`src/rtl/usec_pkg.sv`:
```
package usec_pkg;

  localparam int REG_ADDR_W = 8;

  localparam logic [REG_ADDR_W-1:0] OFS_COUNT  = 8'h10;
  localparam logic [REG_ADDR_W-1:0] OFS_RATIO  = 8'h14;
  localparam logic [REG_ADDR_W-1:0] OFS_FREEZE = 8'h4C;

  typedef enum logic [1:0] {
    SEL_NONE,
    SEL_COUNT,
    SEL_RATIO,
    SEL_FREEZE
  } reg_sel_e;

  function automatic reg_sel_e decode_addr(input logic [REG_ADDR_W-1:0] a);
    reg_sel_e s;
    case (a)
      OFS_COUNT:  s = SEL_COUNT;
      OFS_RATIO:  s = SEL_RATIO;
      OFS_FREEZE: s = SEL_FREEZE;
      default:    s = SEL_NONE;
    endcase
    return s;
  endfunction

endpackage

```
`src/rtl/usec_rst_sync.sv`:
```
module usec_rst_sync #(
  parameter int STAGES = 2
) (
  input  logic clk,
  input  logic arst_n,
  output logic rst_n_o
);

  logic [STAGES-1:0] sync_q;
  logic [STAGES-1:0] sync_d;

  always_comb begin
    sync_d = {sync_q[STAGES-2:0], 1'b1};
  end

  always_ff @(posedge clk or negedge arst_n) begin
    if (!arst_n) begin
      sync_q <= '0;
    end else begin
      sync_q <= sync_d;
    end
  end

  assign rst_n_o = sync_q[STAGES-1];

endmodule

```
`src/rtl/usec_regs.sv`:
```
module usec_regs
  import usec_pkg::*;
#(
  parameter int                      DATA_W    = 32,
  parameter int                      FIELD_W   = 8,
  parameter logic [2*FIELD_W-1:0]    CFG_RESET = 16'h000B
) (
  input  logic                  clk,
  input  logic                  rst_n,
  input  logic                  wr_en,
  input  logic [REG_ADDR_W-1:0] addr,
  input  logic [DATA_W-1:0]     wdata,
  output logic [FIELD_W-1:0]    ratio_lo,
  output logic [FIELD_W-1:0]    ratio_hi,
  output logic                  ratio_wr,
  output logic                  frozen
);

  localparam int CFG_W = 2 * FIELD_W;

  reg_sel_e         sel;
  logic [CFG_W-1:0] cfg_q;
  logic [CFG_W-1:0] cfg_d;
  logic             cfg_en;
  logic             frz_q;
  logic             frz_d;
  logic             frz_en;

  always_comb begin
    sel    = decode_addr(addr);
    cfg_en = wr_en && (sel == SEL_RATIO);
    frz_en = wr_en && (sel == SEL_FREEZE);
    cfg_d  = wdata[CFG_W-1:0];
    frz_d  = |wdata;
  end

  always_ff @(posedge clk or negedge rst_n) begin
    if (!rst_n) begin
      cfg_q <= CFG_RESET;
    end else if (cfg_en) begin
      cfg_q <= cfg_d;
    end
  end

  always_ff @(posedge clk or negedge rst_n) begin
    if (!rst_n) begin
      frz_q <= 1'b0;
    end else if (frz_en) begin
      frz_q <= frz_d;
    end
  end

  assign ratio_lo = cfg_q[FIELD_W-1:0];
  assign ratio_hi = cfg_q[CFG_W-1:FIELD_W];
  assign ratio_wr = cfg_en;
  assign frozen   = frz_q;

endmodule

```
`src/rtl/usec_frac_tick.sv`:
```
module usec_frac_tick #(
  parameter int FIELD_W = 8
) (
  input  logic               clk,
  input  logic               rst_n,
  input  logic [FIELD_W-1:0] ratio_lo,
  input  logic [FIELD_W-1:0] ratio_hi,
  input  logic               clear,
  output logic               tick,
  output logic               live
);

  localparam int SUM_W = FIELD_W + 2;

  logic [SUM_W-1:0] acc_q;
  logic [SUM_W-1:0] acc_d;
  logic             acc_en;
  logic [SUM_W-1:0] step;
  logic [SUM_W-1:0] period;
  logic [SUM_W-1:0] sum;
  logic [SUM_W-1:0] rem;
  logic             reach;
  logic             live_q;

  always_comb begin
    step   = SUM_W'(ratio_hi) + SUM_W'(1);
    period = SUM_W'(ratio_lo) + SUM_W'(1);
    sum    = acc_q + step;
    reach  = (sum >= period);
    rem    = sum - period;
    acc_d  = acc_q;
    acc_en = 1'b0;
    if (clear) begin
      acc_d  = '0;
      acc_en = 1'b1;
    end else if (live_q) begin
      acc_en = 1'b1;
      if (reach) begin
        acc_d = (rem >= period) ? '0 : rem;
      end else begin
        acc_d = sum;
      end
    end
  end

  always_ff @(posedge clk or negedge rst_n) begin
    if (!rst_n) begin
      acc_q <= '0;
    end else if (acc_en) begin
      acc_q <= acc_d;
    end
  end

  always_ff @(posedge clk or negedge rst_n) begin
    if (!rst_n) begin
      live_q <= 1'b0;
    end else begin
      live_q <= 1'b1;
    end
  end

  assign tick = live_q & ~clear & reach;
  assign live = live_q;

endmodule

```
`src/rtl/usec_counter.sv`:
```
module usec_counter #(
  parameter int COUNT_W = 32
) (
  input  logic               clk,
  input  logic               rst_n,
  input  logic               tick,
  input  logic               frozen,
  output logic [COUNT_W-1:0] count
);

  logic [COUNT_W-1:0] cnt_q;
  logic [COUNT_W-1:0] cnt_d;
  logic               cnt_en;

  always_comb begin
    cnt_en = tick & ~frozen;
    cnt_d  = cnt_q + COUNT_W'(1);
  end

  always_ff @(posedge clk or negedge rst_n) begin
    if (!rst_n) begin
      cnt_q <= '0;
    end else if (cnt_en) begin
      cnt_q <= cnt_d;
    end
  end

  assign count = cnt_q;

endmodule

```
`src/rtl/usec_tick_counter.sv`:
```
module usec_tick_counter
  import usec_pkg::*;
#(
  parameter int                   DATA_W    = 32,
  parameter int                   FIELD_W   = 8,
  parameter int                   COUNT_W   = 32,
  parameter logic [2*FIELD_W-1:0] CFG_RESET = 16'h000B
) (
  input  logic                  clk,
  input  logic                  rst_n,
  input  logic                  reg_wr,
  input  logic [REG_ADDR_W-1:0] reg_addr,
  input  logic [DATA_W-1:0]     reg_wdata,
  output logic [DATA_W-1:0]     reg_rdata,
  output logic                  usec_tick
);

  localparam int CFG_W = 2 * FIELD_W;

  logic               rst_n_s;
  logic [FIELD_W-1:0] cfg_lo;
  logic [FIELD_W-1:0] cfg_hi;
  logic               cfg_wr;
  logic               frozen;
  logic               tick_live;
  logic [COUNT_W-1:0] count;
  logic [DATA_W-1:0]  count_ext;
  reg_sel_e           rd_sel;

  usec_rst_sync #(.STAGES(2)) u_rst (
    .clk     (clk),
    .arst_n  (rst_n),
    .rst_n_o (rst_n_s)
  );

  usec_regs #(
    .DATA_W    (DATA_W),
    .FIELD_W   (FIELD_W),
    .CFG_RESET (CFG_RESET)
  ) u_regs (
    .clk      (clk),
    .rst_n    (rst_n_s),
    .wr_en    (reg_wr),
    .addr     (reg_addr),
    .wdata    (reg_wdata),
    .ratio_lo (cfg_lo),
    .ratio_hi (cfg_hi),
    .ratio_wr (cfg_wr),
    .frozen   (frozen)
  );

  usec_frac_tick #(.FIELD_W(FIELD_W)) u_tick (
    .clk      (clk),
    .rst_n    (rst_n_s),
    .ratio_lo (cfg_lo),
    .ratio_hi (cfg_hi),
    .clear    (cfg_wr),
    .tick     (usec_tick),
    .live     (tick_live)
  );

  usec_counter #(.COUNT_W(COUNT_W)) u_cnt (
    .clk    (clk),
    .rst_n  (rst_n_s),
    .tick   (usec_tick),
    .frozen (frozen),
    .count  (count)
  );

  generate
    if (COUNT_W < DATA_W) begin : g_cnt_pad
      assign count_ext = {{(DATA_W-COUNT_W){1'b0}}, count};
    end else begin : g_cnt_full
      assign count_ext = count;
    end
  endgenerate

  always_comb begin
    rd_sel = decode_addr(reg_addr);
    case (rd_sel)
      SEL_COUNT:  reg_rdata = count_ext;
      SEL_RATIO:  reg_rdata = {{(DATA_W-CFG_W){1'b0}}, cfg_hi, cfg_lo};
      SEL_FREEZE: reg_rdata = {{(DATA_W-1){1'b0}}, frozen};
      default:    reg_rdata = '0;
    endcase
  end

endmodule

```
`config.mk`:
```
export PLATFORM = sky130hd
export DESIGN_NAME = usec_tick_counter
export DESIGN_NICKNAME = d
export VERILOG_FILES = /design/src/rtl/usec_pkg.sv /design/src/rtl/usec_rst_sync.sv /design/src/rtl/usec_regs.sv /design/src/rtl/usec_frac_tick.sv /design/src/rtl/usec_counter.sv /design/src/rtl/usec_tick_counter.sv
export SDC_FILE = /design/constraint.sdc
export NUM_CORES = 1
export LEC_CHECK = 0
export BUFFER_PORTS_ARGS = -buffer_cell sky130_fd_sc_hd__buf_2
export CAP_MARGIN = 20
export CORE_MARGIN = 2
export CORE_UTILIZATION = 40
export DETAILED_ROUTE_END_ITERATION = 6
export PLACE_DENSITY_LB_ADDON = 0.2
export SYNTH_ARGS = -nofsm -noshare
export SYNTH_HDL_FRONTEND = slang
export SYNTH_SLANG_ARGS = --single-unit
```
`constraint.sdc`:
```
create_clock -name clk -period 3.5 [get_ports clk]
set_input_delay 0.175 -clock clk [delete_from_list [all_inputs] [get_ports clk]]
set_output_delay 0.175 -clock clk [all_outputs]
set_load 0.005 [all_outputs]
```
Word-level counts from Yosys, hierarchy flattened. Cells that the tools add are included.

Bits in registers: 62. Word-level logic and storage cells: 37. ROM bits: 0. Memories: 0. Bits in writable memories: 0. Latch bits: 0.

Add/subtract/negate cells: 5. Multipliers: 0. Bitwise operators: 5. Order comparisons: 2. Shift-type cells: 0. Divide/modulo/power cells: 0. Muxes and demuxes: 8. Equal/unequal tests: 6. Reduce and logical (&&, ||, !) cells: 5.

Operators with widths (count): $pmux 32 s3 (1); $mux 10 (4); $add 32x1->32 const B (1); $reduce_or 32->1 (1); $ge 10x10->1 (2); $add 8x1->9 const B (2); $eq 8x5->1 const B (2); $add 10x10->10 (1); $sub 10x10->10 (1); $eq 8x7->1 const B (1); $pmux 2 s3 (1); $eq 2x2->1 const B (2); $and 1x1->1 (3); $eq 2x1->1 const B (1); $logic_and 1x1->1 (2); $mux 1 (2); $not 1->1 (2); $reduce_and 2->1 (1); $reduce_bool 2->1 (1).

Longest topological paths before layout. Gate-level depths: netlist of run 1.

Depth after elaboration: 8. Mapped depth: 20.

Hierarchy. From an unflattened synthesis of run 1, not the netlist that was laid out.

Cells, all modules: 442. Area, all modules: 4518.1 um^2.

Modules (own cells, without submodules): usec_frac_tick (area each 1804.2 um^2, times used 1, cells an instance 201, seq. area each 275.3 um^2); usec_counter (area each 1452.6 um^2, times used 1, cells an instance 126, seq. area each 800.8 um^2); usec_regs (area each 785.8 um^2, times used 1, cells an instance 53, seq. area each 429.2 um^2); usec_tick_counter (area each 421.7 um^2, times used 1, cells an instance 59, seq. area each 0.0 um^2); usec_rst_sync (area each 53.8 um^2, times used 1, cells an instance 3, seq. area each 50.0 um^2).

Least setup slack after synthesis of run 1. No wires, ideal clock.

Path type: register to register. Start point: register u_regs.cfg_q[8]. End point: register u_tick.acc_q[0]. Required time: 3435 ps. Arrival time: 3997 ps. Stages on the path, launching flop included: 18. Slack: -562 ps. Path through: dfrtp_1 > ha_1 > ha_1 > a21o_1 > a21oi_1 > xnor2_1 > ha_1 > a21o_1 > a21oi_1 > nand2_1 > a21o_1 > a21oi_1 > xnor2_1 > ha_1 > a211o_1 > o221ai_1 > nor4b_4 > a21o_1.

Cells in the longest elaborated chain, start to end: 8. Elaborated cells between the ends (all ways): 9. Classes of those cells: add/sub: 3; order compare: 2; mux: 4.

Ends and longest elaborated chain: from (decl) (RTL line usec_regs.sv:22) `logic [CFG_W-1:0] cfg_q;`; from (signal assigned) (RTL line usec_regs.sv:41) `cfg_q <= cfg_d;`; $add 8x1->9 (*) (RTL line usec_frac_tick.sv:26) `step = SUM_W'(ratio_hi) + SUM_W'(1);`; $add 10x10->10 (*) (RTL line usec_frac_tick.sv:28) `sum = acc_q + step;`; $sub 10x10->10 (RTL line usec_frac_tick.sv:30) `rem = sum - period;`; $ge 10x10->1 (RTL line usec_frac_tick.sv:39) `acc_d = (rem >= period) ? '0 : rem;`; $mux 10 (RTL line usec_frac_tick.sv:39); $mux 10 (*) (RTL line usec_frac_tick.sv:38) `if (reach) begin`; $mux 10 (*) (RTL line usec_frac_tick.sv:36) `end else if (live_q) begin`; $mux 10 (*) (RTL line usec_frac_tick.sv:33) `if (clear) begin`; to (signal assigned) (RTL line usec_frac_tick.sv:48) `acc_q <= '0;`; to (signal assigned) (RTL line usec_frac_tick.sv:50) `acc_q <= acc_d;`; to (decl) (RTL line usec_frac_tick.sv:15) `logic [SUM_W-1:0] acc_q;`.

Every way passes the cells marked *; elsewhere a longest branch is shown, timed or not. The select of a mux whose other input is x is not followed. A chain may end at the register's enable or synchronous reset.

Worst setup path after layout of run 1.
Start point: register u_regs.cfg_q[8]. End point: output usec_tick.

Cells in the longest elaborated chain, start to end: 4.

Ends and longest elaborated chain: $add 8x1->9 (RTL line usec_frac_tick.sv:26); $add 10x10->10 (RTL line usec_frac_tick.sv:28); $ge 10x10->1 (RTL line usec_frac_tick.sv:29) `reach = (sum >= period);`; $and 1x1->1 (RTL line usec_frac_tick.sv:62) `assign tick = live_q & ~clear & reach;`; to (decl) (RTL line usec_tick_counter.sv:15) `output logic usec_tick`.

Every way passes these cells.

==> results by group, run 1 <==
Finish
  • Layout Area Growth over Synthesis: 43.8%
  • Number of fill cells: approximately 900
  • Fin cells: between 700 and 800
  • Fraction of final layout cells with drive strength greater than 1: 45.0%
  • Final net count: 695
  • Commonest cells after routing, fill and taps aside: buf_4 (90), buf_2 (75), dfrtp_1 (54)
  • Leading cell type in the layout, fill and taps excluded: buf_4
  • Diodes inserted: 0

Outcome
  • Failing checks: setup timing
  • Status: finished, violations left

Pwr
  • Power Total: slightly above 4 mW
  • LEAKAGE: ~3.3 nW
  • Power Density: roughly 630 nW/um^2
  • Peak supply drop: around 0.42 mV

STA
  • Final Hold Vio Count: 0
  • Final min period: between 4000 and 5000 ps
  • RSZ-0062 raised after global routing: yes
  • Clock Skew: approximately 15 ps
  • Final Max Slew Viols: 0
  • Final worst-path setup slack: -590 ps
  • Crit share post-route: 117%
  • Final Setup Violations: 42
  • Slew @ Worst Pin: about 690 ps
  • Rel. slew slack: a little over half
  • Fmax: between 200 and 250 MHz

Floorplan
  • Die Area: approximately 12,000 sq um
  • Starting Density: between 40% and 50%
  • CORE AREA: ~11,000 sq um
  • Number of I/O pins: between 70 and 80
  • Row count: 38
  • Die height: roughly 110 um
  • DIE WIDTH: about 110 um

Yosys
  • Syn Inst Count: around 440
  • Synth warn: 0
  • FF+latch count, synth: between 60 and 70
  • Sequential share of the synthesized area: a little over a third
  • Post-synth EDFFs: 0
  • Post-synth top flop: dfrtp_1
  • Post-synth ARST share: 100%
  • Post-Synthesis Cell Area: roughly 4500 sq um
  • Largest cells by area after synthesis: dfrtp_1 (33%), ha_1 (8.7%), xnor2_1 (6.5%)
  • Top cell type's share of synthesized area: 33.1%
  • Netlist cell types: 57
  • Area leader, netlist: dfrtp_1
  • Avg Cell Area, Syn: roughly 10 sq um

Detailed routing
  • Drt first pass iters: 5
  • Post-DRT Antenna Nets: 0
  • Drt total wl: 12.5 mm
  • # DRC: 0
  • Vias post-DR: 4,027
  • Wire per inst: approximately 16 um
  • DR iter-0 viols: about 150
  • Vias/cell: around 5.3

Place
  • Final GP Congestion: between 0.8 and 0.9
  • Buffers on Ports: 75
  • Placed Cells incl. Taps: 725
  • Pre-CTS setup slack: -536 ps
  • Detailed Place HPWL: approximately 9.3 mm

GRT
  • GRT Util Overall: 21.8%
  • Gr ovfl total: 0
  • First-pass GRT wire length: around 20 mm
  • Vias in the first global route: around 4,000
  • Initial antenna violation count: 0
  • Largest net degree at the start of global routing: between 40 and 50

Critical path
  • Crit-path max FO: 4
  • Register-to-Register Path Depth: 19
  • Crit end category: output port
  • WS Path Type: flip-flop to output port
  • Worst flop-to-flop path startpoint: u_regs.cfg_q[8]
  • Reg2reg setup slack: -580 ps
  • Reg2reg end: u_cnt.count[12]
  • CP startpoint kind: flip-flop
  • Data required, critical path: 3320 ps
  • Arrival @ worst endpoint: between 3000 and 4000 ps

Clocking
  • CTS max path bufs: 2
  • Clk Latency, worst-skew pair: approximately 350 ps
  • CTS Sinks: between 60 and 70
  • Root Buffer: clkbuf_8
  • CTS tree: done
  • CTS H-Tree Depth: 3
  • Num CTS Buffers: 9
  • Clock slew seen by the registers of the worst setup and hold paths: roughly 80 ps

Worst hold path
  • Hold Startpoint: reg_wdata[0]
  • WHS Endpoint: u_regs.cfg_q[0]
  • WHS Path Cells: 2
  • Hold Path Class: input port to flip-flop

Run
  • MaxCap Viol Count: 0
[registers in the layout (all words and copies together) (netlist names)]
register,cells
u_cnt.count,32
u_regs.cfg_q,16
u_regs.frozen,1
u_rst.sync_q,2
u_tick.acc_q,10
u_tick.live,1
[area by class of cell]
class / count / area, sq um / share of cell area (%)
multi-input combinational: 358 / 3100 / 48.3
tap: 140 / 175 / 2.73
clock inverter: 6 / 115 / 1.80
sequential: 62 / 1560 / 24.4
inverter: 12 / 61.3 / 0.956
timing repair buffer: 176 / 1260 / 19.7
clock buffer: 10 / 138 / 2.15
[cells by family after synthesis]
kind of cell	after synthesis	synth area share, %
AND/OR/NAND/NOR	166	22.5
buffers and inverters	25	2.69
adder cells (fa/ha/maj)	33	9.60
XOR/XNOR	57	11.2
other	1	0.0841
flip-flops	62	34.9
multiplexers	35	8.36
AO/OA/AOI/OAI	65	10.7
[per-stage QoR]
stage | utilization [%] | hold WS, ps | setup TNS [ps] | area [sq um]
finish | 59.1 | 85.3 | -21110 | 6410
global route | 59.1 | 77.4 | -29990 | 6410
CTS | 58.0 | 68.8 | -20350 | 6290
detailed placement | 52.9 | -39.7 | -19720 | 5730
global placement | 52.9 | -39.5 | -16720 | 5730
floorplan | - | -121 | -5970 | 4640
[report_power, final]
part | total [mW] | switching (mW) | internal, mW
logic | 2.42 | 1.07 | 1.34
clock network | 0.811 | 0.313 | 0.497
registers | 0.799 | 0.0406 | 0.758
[worst max-delay path, stage by stage, from the launching register on]
cell	delay [ps]
dfrtp_2	450
ha_4	190
xor2_1	140
ha_2	320
nand3_1	100
nand2_2	70
a21o_1	200
or4b_4	510
o211ai_1	150
ha_2	360
nor2_4	120
inv_2	60
a2111oi_4	360
or2_1	210
buf_12	150
inv_16	40
buf_2	110
[routing by layer]
metal / part of all wire, % / GRT usage (%) / vias to the layer above
met5: 0 / 0 / -
met4: 1.1 / 5.33 / 0
met3: 4.2 / 3.97 / 15
met2: 49 / 36.2 / 98
met1: 46 / 29.5 / 1948
li1: - / - / 1966
[timing repair]
action / in CTS / in global routing
resized for setup: 33 / 11
pin swaps: 26 / 13
hold buffers: 1 / 0
setup endpoints to repair: 42 / 42
gates cloned: 1 / 1
endpoints found under the hold margin: 2 / 0
setup buffers: 15 / 4
[cells in the mapped netlist (2+ instances only)]
| cell type | instances |
|---|---|
| a211oi_1 | 2 |
| nor4_2 | 5 |
| xnor2_1 | 33 |
| o211ai_1 | 3 |
| and3_1 | 6 |
| nor2b_1 | 6 |
| inv_1 | 11 |
| xor2_1 | 24 |
| mux2_2 | 17 |
| nand4_1 | 22 |
| nand3_2 | 7 |
| nor2_1 | 33 |
| ha_1 | 31 |
| o21a_1 | 6 |
| nor4_1 | 8 |
| and2_1 | 16 |
| clkbuf_1 | 6 |
| dfrtp_1 | 59 |
| nand3_1 | 8 |
| a21oi_1 | 11 |
| a22o_1 | 10 |
| nor3_2 | 7 |
| and4_1 | 3 |
| mux2i_1 | 17 |
| nor3_1 | 6 |
| nand2_1 | 26 |
| buf_6 | 3 |
| and4_4 | 2 |
| o21ai_0 | 7 |
| fa_1 | 2 |
| a21o_1 | 16 |
| nand2b_1 | 2 |
| buf_1 | 3 |
| dfstp_2 | 3 |
[worst max path at each step]
stage / slack (ps) / from / end / cells after the start
floorplan: -250 / u_regs.cfg_q[8] / u_tick.acc_q[0] / 17
global placement: -460 / u_regs.cfg_q[8] / u_cnt.count[27] / 18
detailed placement: -540 / u_regs.cfg_q[8] / u_cnt.count[31] / 18
CTS: -560 / u_regs.cfg_q[9] / usec_tick / 16
global route: -800 / u_regs.cfg_q[8] / usec_tick / 16
finish: -590 / u_regs.cfg_q[8] / usec_tick / 16
Power figures use the tool's default switching activity.
==> inputs of run 2 (changes only) <==
--- a/config.mk
+++ b/config.mk
@@ -11,6 +11,7 @@
 export CORE_UTILIZATION = 40
 export DETAILED_ROUTE_END_ITERATION = 6
 export PLACE_DENSITY_LB_ADDON = 0.2
+export REMOVE_ABC_BUFFERS = 1
 export SYNTH_ARGS = -nofsm -noshare
 export SYNTH_HDL_FRONTEND = slang
 export SYNTH_SLANG_ARGS = --single-unit
==> run 2 against run 1 <==
  * The flow still finishes with violations (setup timing)
  * Critical endpoint unchanged
  * Utilization increased by 2.0 points
  * Via count about the same
  * Largest cell class unchanged
  * Sequential share of layout area decreased by 0.82 points
  * Critical path type unchanged
==> results by group, run 2 (synthesis gave the netlist of run 1 again) <==
Pwr
  • LEAKAGE: 3.32 nW (+0.25%)
  • Power Density: 604 nW/um^2 (-3.8%)
  • Peak supply drop: 0.412 mV (-2.8%)
  • Power Total: 4.00 mW (-0.60%)

STA
  • Rel. slew slack: 41.3% (-12 points)
  • Final worst-path setup slack: -561 ps (+29.1 ps)
  • Final Setup Violations: 42 (unchanged)
  • Final Hold Vio Count: 0 (unchanged)
  • Slew @ Worst Pin: 880 ps (+186 ps)
  • RSZ-0062 raised after global routing: yes
  • Crit share post-route: 116% (-0.83 points)
  • Fmax: 246 MHz (+0.72%)
  • Setup TNS: -17,620 ps (+3490 ps)
  • Clock Skew: 12.0 ps (-2.97 ps)
  • Final Max Slew Viols: 0 (unchanged)
  • Final min period: 4060 ps (-29.1 ps)

Critical path
  • Data required, critical path: 3320 ps (about the same)
  • Register-to-Register Path Depth: 20 (+1)
  • Arrival @ worst endpoint: 3890 ps (-30 ps)
  • Worst flop-to-flop path startpoint: u_regs.cfg_q[8]
  • Crit-path max FO: 3 (-1)
  • Crit end category: output port
  • Critical Path Source: u_regs.cfg_q[8]
  • WS Path Type: flip-flop to output port
  • CP startpoint kind: flip-flop

Clocking
  • Clk Latency, worst-skew pair: 360 ps (about the same)
  • CTS max path bufs: 2 (unchanged)
  • CTS Sinks: 62 (unchanged)
  • CTS H-Tree Depth: 3 (unchanged)
  • CTS tree: done
  • Clock slew seen by the registers of the worst setup and hold paths: 60 ps (-20 ps)
  • Root Buffer: clkbuf_8
  • Num CTS Buffers: 9 (unchanged)

Detailed routing
  • DR iter-0 viols: 158 (+9.0%)
  • Drt first pass iters: 4 (-1)
  • Wire per inst: 16.6 um (+1.4%)
  • Post-DRT Antenna Nets: 0 (unchanged)
  • Drt total wl: 12.8 mm (+2.2%)
  • Vias post-DR: 4,031 (+0.099%)
  • # DRC: 0 (unchanged)
  • Vias/cell: 5.24 (-0.68%)

GRT
  • GRT Util Overall: 22.7% (+0.87 points)
  • Gr ovfl total: 0 (unchanged)
  • Vias in the first global route: 4,203 (+4.1%)
  • Largest net degree at the start of global routing: 38 (-22%)
  • First-pass GRT wire length: 20.8 mm (+3.4%)
  • Initial antenna violation count: 0 (unchanged)

Floorplan
  • Starting Density: 41.1% (unchanged)
  • Die Area: 12,000 sq um (unchanged)
  • Die height: 110 um (unchanged)
  • Row count: 38 (unchanged)
  • Number of I/O pins: 76 (unchanged)
  • DIE WIDTH: 110 um (unchanged)
  • CORE AREA: 10,800 sq um (unchanged)

Finish
  • Final net count: 701 (+0.86%)
  • Layout Area Growth over Synthesis: 48.6%
  • Fin cells: 770 (+0.79%)
  • Number of fill cells: 868 (-6.4%)
  • Leading cell type in the layout, fill and taps excluded: buf_4
  • Cell area after layout: 6630 sq um (+3.3%)
  • Fraction of final layout cells with drive strength greater than 1: 49.2% (+4.2 points)
  • Largest register FFs: 32 (unchanged)
  • Commonest cells after routing, fill and taps aside: buf_4 (92), buf_2 (75), dfrtp_1 (56)
  • Diodes inserted: 0 (unchanged)

Outcome
  • Status: finished, violations left
  • Failing checks: setup timing

Worst hold path
  • Hold Startpoint: reg_wdata[4]
  • WHS Path Cells: 2 (unchanged)
  • Hold Path Class: input port to flip-flop

Place
  • Placed Cells incl. Taps: 719 (-0.83%)
  • Detailed Place HPWL: 8.96 mm (-3.9%)
  • DP Area: 5480 sq um (-4.4%)
  • Final GP Congestion: 0.872 (+3.3%)
  • Buffers on Ports: 75 (unchanged)

Run
  • MaxCap Viol Count: 0 (unchanged)
==> run 2: power by group <==
group	internal, mW	switching, mW
Sequential	0.758	0.0521
Combinational	1.43	1.09
Clock	0.367	0.298
==> run 2: what timing repair did <==
action | in CTS | in global routing
pin swaps | 47 | 68
gates resized for setup | 79 | 39
gates cloned | 2 | 0
hold buffers | 1 | 0
setup buffers | 27 | 9
setup endpoints to repair | 42 | 42
endpoints found under the hold margin | 2 | 0
==> run 2: metrics by stage <==
stage               utilization [%]  hold slack [ps]  setup slack [ps]
global route                   61.1             77.0              -709
floorplan                         -             -121              -666
CTS                            58.9             67.4              -532
finish                         61.1             77.1              -561
detailed placement             50.6            -39.4              -652
global placement               50.6            -40.2              -635
==> run 2: cell type report <==
type / count / area [sq um] / area share [%]
sequential: 62 / 1560 / 23.5
timing repair buffer: 182 / 1260 / 19.1
inverter: 12 / 57.6 / 0.869
clock inverter: 3 / 42.5 / 0.642
tap: 140 / 175 / 2.64
clock buffer: 13 / 159 / 2.40
multi-input combinational: 358 / 3370 / 50.9
==> run 2: worst max-delay path, cell delays in order, from the launching register on <==
cell,delay [ps]
dfrtp_1,420
ha_4,270
buf_4,140
fa_2,380
nand3_2,90
nand2_2,60
a21o_1,210
a221oi_2,250
o211ai_1,150
ha_2,230
nor2_2,120
o211ai_1,140
a31o_4,250
a2111oi_4,360
or2_4,200
buf_6,130
inv_12,30
buf_6,100
==> run 2: path summary, 6_finish.rpt <==
| kind | endpoint | slack (ps) |
|---|---|---|
| max | usec_tick | -560 |
| min | u_regs.cfg_q[4] | 80 |
| max reg2reg | u_cnt.count[4] | -510 |
| min reg2reg | u_rst.sync_q[1] | 350 |
| max in group asynchronous | u_cnt.count[31] | 2360 |
| min in group asynchronous | u_rst.sync_q[1] | 130 |
==> run 2: routing by layer <==
layer | vias to the layer above | part of all wire [%] | track usage, %
met4 | 0 | 2.1 | 9.49
met5 | - | 0 | 0
li1 | 1964 | - | -
met2 | 102 | 49 | 38.2
met3 | 20 | 3.8 | 2.90
met1 | 1945 | 45 | 29.3
==> inputs of run 3 (changes only) <==
--- a/config.mk
+++ b/config.mk
@@ -10,6 +10,7 @@
 export CORE_MARGIN = 2
 export CORE_UTILIZATION = 40
 export DETAILED_ROUTE_END_ITERATION = 6
+export MAX_ROUTING_LAYER = met4
 export PLACE_DENSITY_LB_ADDON = 0.2
 export REMOVE_ABC_BUFFERS = 1
 export SYNTH_ARGS = -nofsm -noshare
==> run 3 against run 2 <==
  * The flow still finishes with violations (setup timing)
  * Clock skew about the same
  * Fmax down 1.7%
  * Global-route usage up 1.1 points
  * Worst setup slack worse by 71 ps
  * Combinational power down 3%
  * Critical path depth up 3
  * Register-to-register slack worse by 120 ps
  * First-iteration DRC count down 3.2%
  * Critical path type is now flip-flop to flip-flop
  * Critical endpoint is now u_tick.acc_q[5]
  * Highest routed layer unchanged
==> results by group, run 3 (synthesis gave the netlist of run 1 again) <==
Finish
  • Largest register FFs: 32 (unchanged)
  • Leading cell type in the layout, fill and taps excluded: buf_4
  • Cell area after layout: 6730 sq um (+1.6%)
  • Diodes inserted: 0 (unchanged)
  • Final net count: 711 (+1.4%)
  • Layout Area Growth over Synthesis: 51.0%
  • Final Core Density: 62.1% (+0.98 points)
  • Number of fill cells: 888 (+2.3%)
  • Commonest cells after routing, fill and taps aside: buf_4 (103), buf_2 (74), dfrtp_1 (57)
  • Fraction of final layout cells with drive strength greater than 1: 49.8% (+0.56 points)

STA
  • Final Hold Vio Count: 0 (unchanged)
  • Rel. slew slack: 49.1% (+7.8 points)
  • Final min period: 4130 ps (+71.0 ps)
  • Final Setup Violations: 42 (unchanged)
  • Clock Skew: 12.0 ps (-0.0439 ps)
  • Final worst-path setup slack: -632 ps (-71.0 ps)
  • Setup TNS: -21,530 ps (-3920 ps)
  • Crit share post-route: 118% (+2.0 points)
  • Fmax: 242 MHz (-1.7%)
  • Fin Hold WS: 66.5 ps (-10.7 ps)
  • Slew @ Worst Pin: 762 ps (-118 ps)
  • Final Max Slew Viols: 0 (unchanged)
  • RSZ-0062 raised after global routing: yes

Clocking
  • CTS tree: done
  • CTS max path bufs: 2 (unchanged)
  • CTS Sinks: 62 (unchanged)
  • Clock slew seen by the registers of the worst setup and hold paths: 70 ps (about the same)
  • Root Buffer: clkbuf_8
  • Clk Latency, worst-skew pair: 350 ps (about the same)
  • CTS H-Tree Depth: 3 (unchanged)
  • Num CTS Buffers: 9 (unchanged)

Worst hold path
  • WHS Endpoint: u_regs.cfg_q[5]
  • WHS Path Cells: 2 (unchanged)
  • Hold Startpoint: reg_wdata[5]
  • Hold Path Class: input port to flip-flop

Critical path
  • Worst flop-to-flop path startpoint: u_regs.cfg_q[8]
  • Data required, critical path: 3800 ps (+480 ps)
  • Register-to-Register Path Depth: 20 (unchanged)
  • Crit end category: flip-flop
  • WS Path Type: flip-flop to flip-flop
  • Reg2reg end: u_tick.acc_q[5]
  • Arrival @ worst endpoint: 4430 ps (+540 ps)
  • CP startpoint kind: flip-flop
  • Crit-path max FO: 4 (+1)
  • Reg2reg setup slack: -630 ps (-120 ps)

Detailed routing
  • Vias post-DR: 4,138 (+2.7%)
  • Drt total wl: 13.5 mm (+5.3%)
  • Drt first pass iters: 4 (unchanged)
  • Post-DRT Antenna Nets: 0 (unchanged)
  • DR iter-0 viols: 153 (-3.2%)
  • Vias/cell: 5.31 (+1.5%)
  • Wire per inst: 17.3 um (+4.1%)
  • # DRC: 0 (unchanged)

Outcome
  • Status: finished, violations left
  • Failing checks: setup timing

Place
  • Buffers on Ports: 75 (unchanged)
  • Detailed Place HPWL: 9.04 mm (+0.93%)
  • Final GP Congestion: 0.899 (+3.1%)
  • DP Area: 5500 sq um (+0.37%)

Floorplan
  • Die Area: 12,000 sq um (unchanged)
  • Die height: 110 um (unchanged)
  • Row count: 38 (unchanged)
  • Starting Density: 41.1% (unchanged)
  • Number of I/O pins: 76 (unchanged)
  • CORE AREA: 10,800 sq um (unchanged)
  • DIE WIDTH: 110 um (unchanged)

GRT
  • GRT Util Overall: 23.8% (+1.1 points)
  • Gr ovfl total: 0 (unchanged)
  • Largest net degree at the start of global routing: 38 (unchanged)
  • First-pass GRT wire length: 21.0 mm (+0.83%)
  • Initial antenna violation count: 0 (unchanged)
  • Vias in the first global route: 4,246 (+1.0%)

Run
  • MaxCap Viol Count: 0 (unchanged)

Pwr
  • LEAKAGE: 3.38 nW (+1.9%)
  • Power Density: 594 nW/um^2 (-1.7%)
  • Peak supply drop: 0.423 mV (+2.9%)
-- run 3: cell types whose count changed in the layout (fill, tap and decap cells not counted), moves of 2 or more --
cell,previous run,this run
buf_4,92,103
nor2_1,24,27
nor2_2,3,1
o21ai_0,6,4
o21ai_1,0,2
xor2_1,18,20
xor2_4,3,1
-- run 3: worst max-delay path by stage --
stage / cells after the start / endpoint / slack (ps) / startpoint
2_1_floorplan: 14 / u_cnt.count[1] / -670 / u_regs.cfg_q[8]
3_3_place_gp: 18 / u_tick.acc_q[0] / -610 / u_regs.cfg_q[8]
3_5_place_dp: 17 / u_tick.acc_q[7] / -690 / u_regs.cfg_q[8]
4_1_cts: 18 / u_tick.acc_q[3] / -510 / u_regs.cfg_q[9]
5_1_grt: 20 / u_tick.acc_q[5] / -850 / u_regs.cfg_q[8]
6_report: 20 / u_tick.acc_q[5] / -630 / u_regs.cfg_q[8]
-- run 3: layout make-up --
| class | instances | area [sq um] | share of cell area (%) |
|---|---|---|---|
| Clock buffer | 12 | 155 | 2.30 |
| Multi-Input combinational cell | 358 | 3370 | 50.1 |
| Clock inverter | 3 | 67.6 | 1.00 |
| Inverter | 12 | 57.6 | 0.855 |
| Timing Repair Buffer | 192 | 1350 | 20.0 |
| Sequential cell | 62 | 1560 | 23.1 |
| Tap cell | 140 | 175 | 2.60 |
-- run 3: routing by layer --
metal | global-route usage [%] | share of wire [%]
met1 | 29.2 | 44
met2 | 40.1 | 50
met3 | 2.55 | 3.5
met4 | 9.58 | 2.6
met5 | - | 0
-- run 3: through the flow --
step	instances	worst slack [ps]	power (mW)
after global placement	719	-608	2.55
after floorplan	432	-666	1.82
after detailed placement	720	-690	2.57
final	779	-632	4.00
after CTS	775	-506	3.81
after global routing	779	-851	4.22
-- run 3: worst max-delay path, stage by stage, from the launching register on --
cell,delay (ps)
dfrtp_1,410
buf_6,150
nand3_4,90
xnor2_4,190
ha_4,240
a21oi_2,180
nand2_2,90
a21o_1,200
or4b_4,540
o211ai_1,180
ha_2,290
buf_6,110
nor2_4,30
buf_4,120
buf_4,120
a41oi_2,170
and3_1,190
mux2i_2,100
nor4b_4,350
buf_4,190
a21o_1,110
-- run 3: repair_timing --
item,in CTS,in global routing
hold buffers,1,0
setup buffers,40,5
gates resized for setup,84,36
endpoints found under the hold margin,2,0
cloned,2,0
endpoints found under the setup margin,42,42
pin swaps,54,45
-- run 3: power by group --
group	leakage, nW	total, mW	internal [mW]	switching [mW]
registers	0.823	0.809	0.758	0.0508
clock network	0.109	0.732	0.436	0.296
logic	2.45	2.46	1.34	1.12
total	3.38	4.00	2.53	1.47
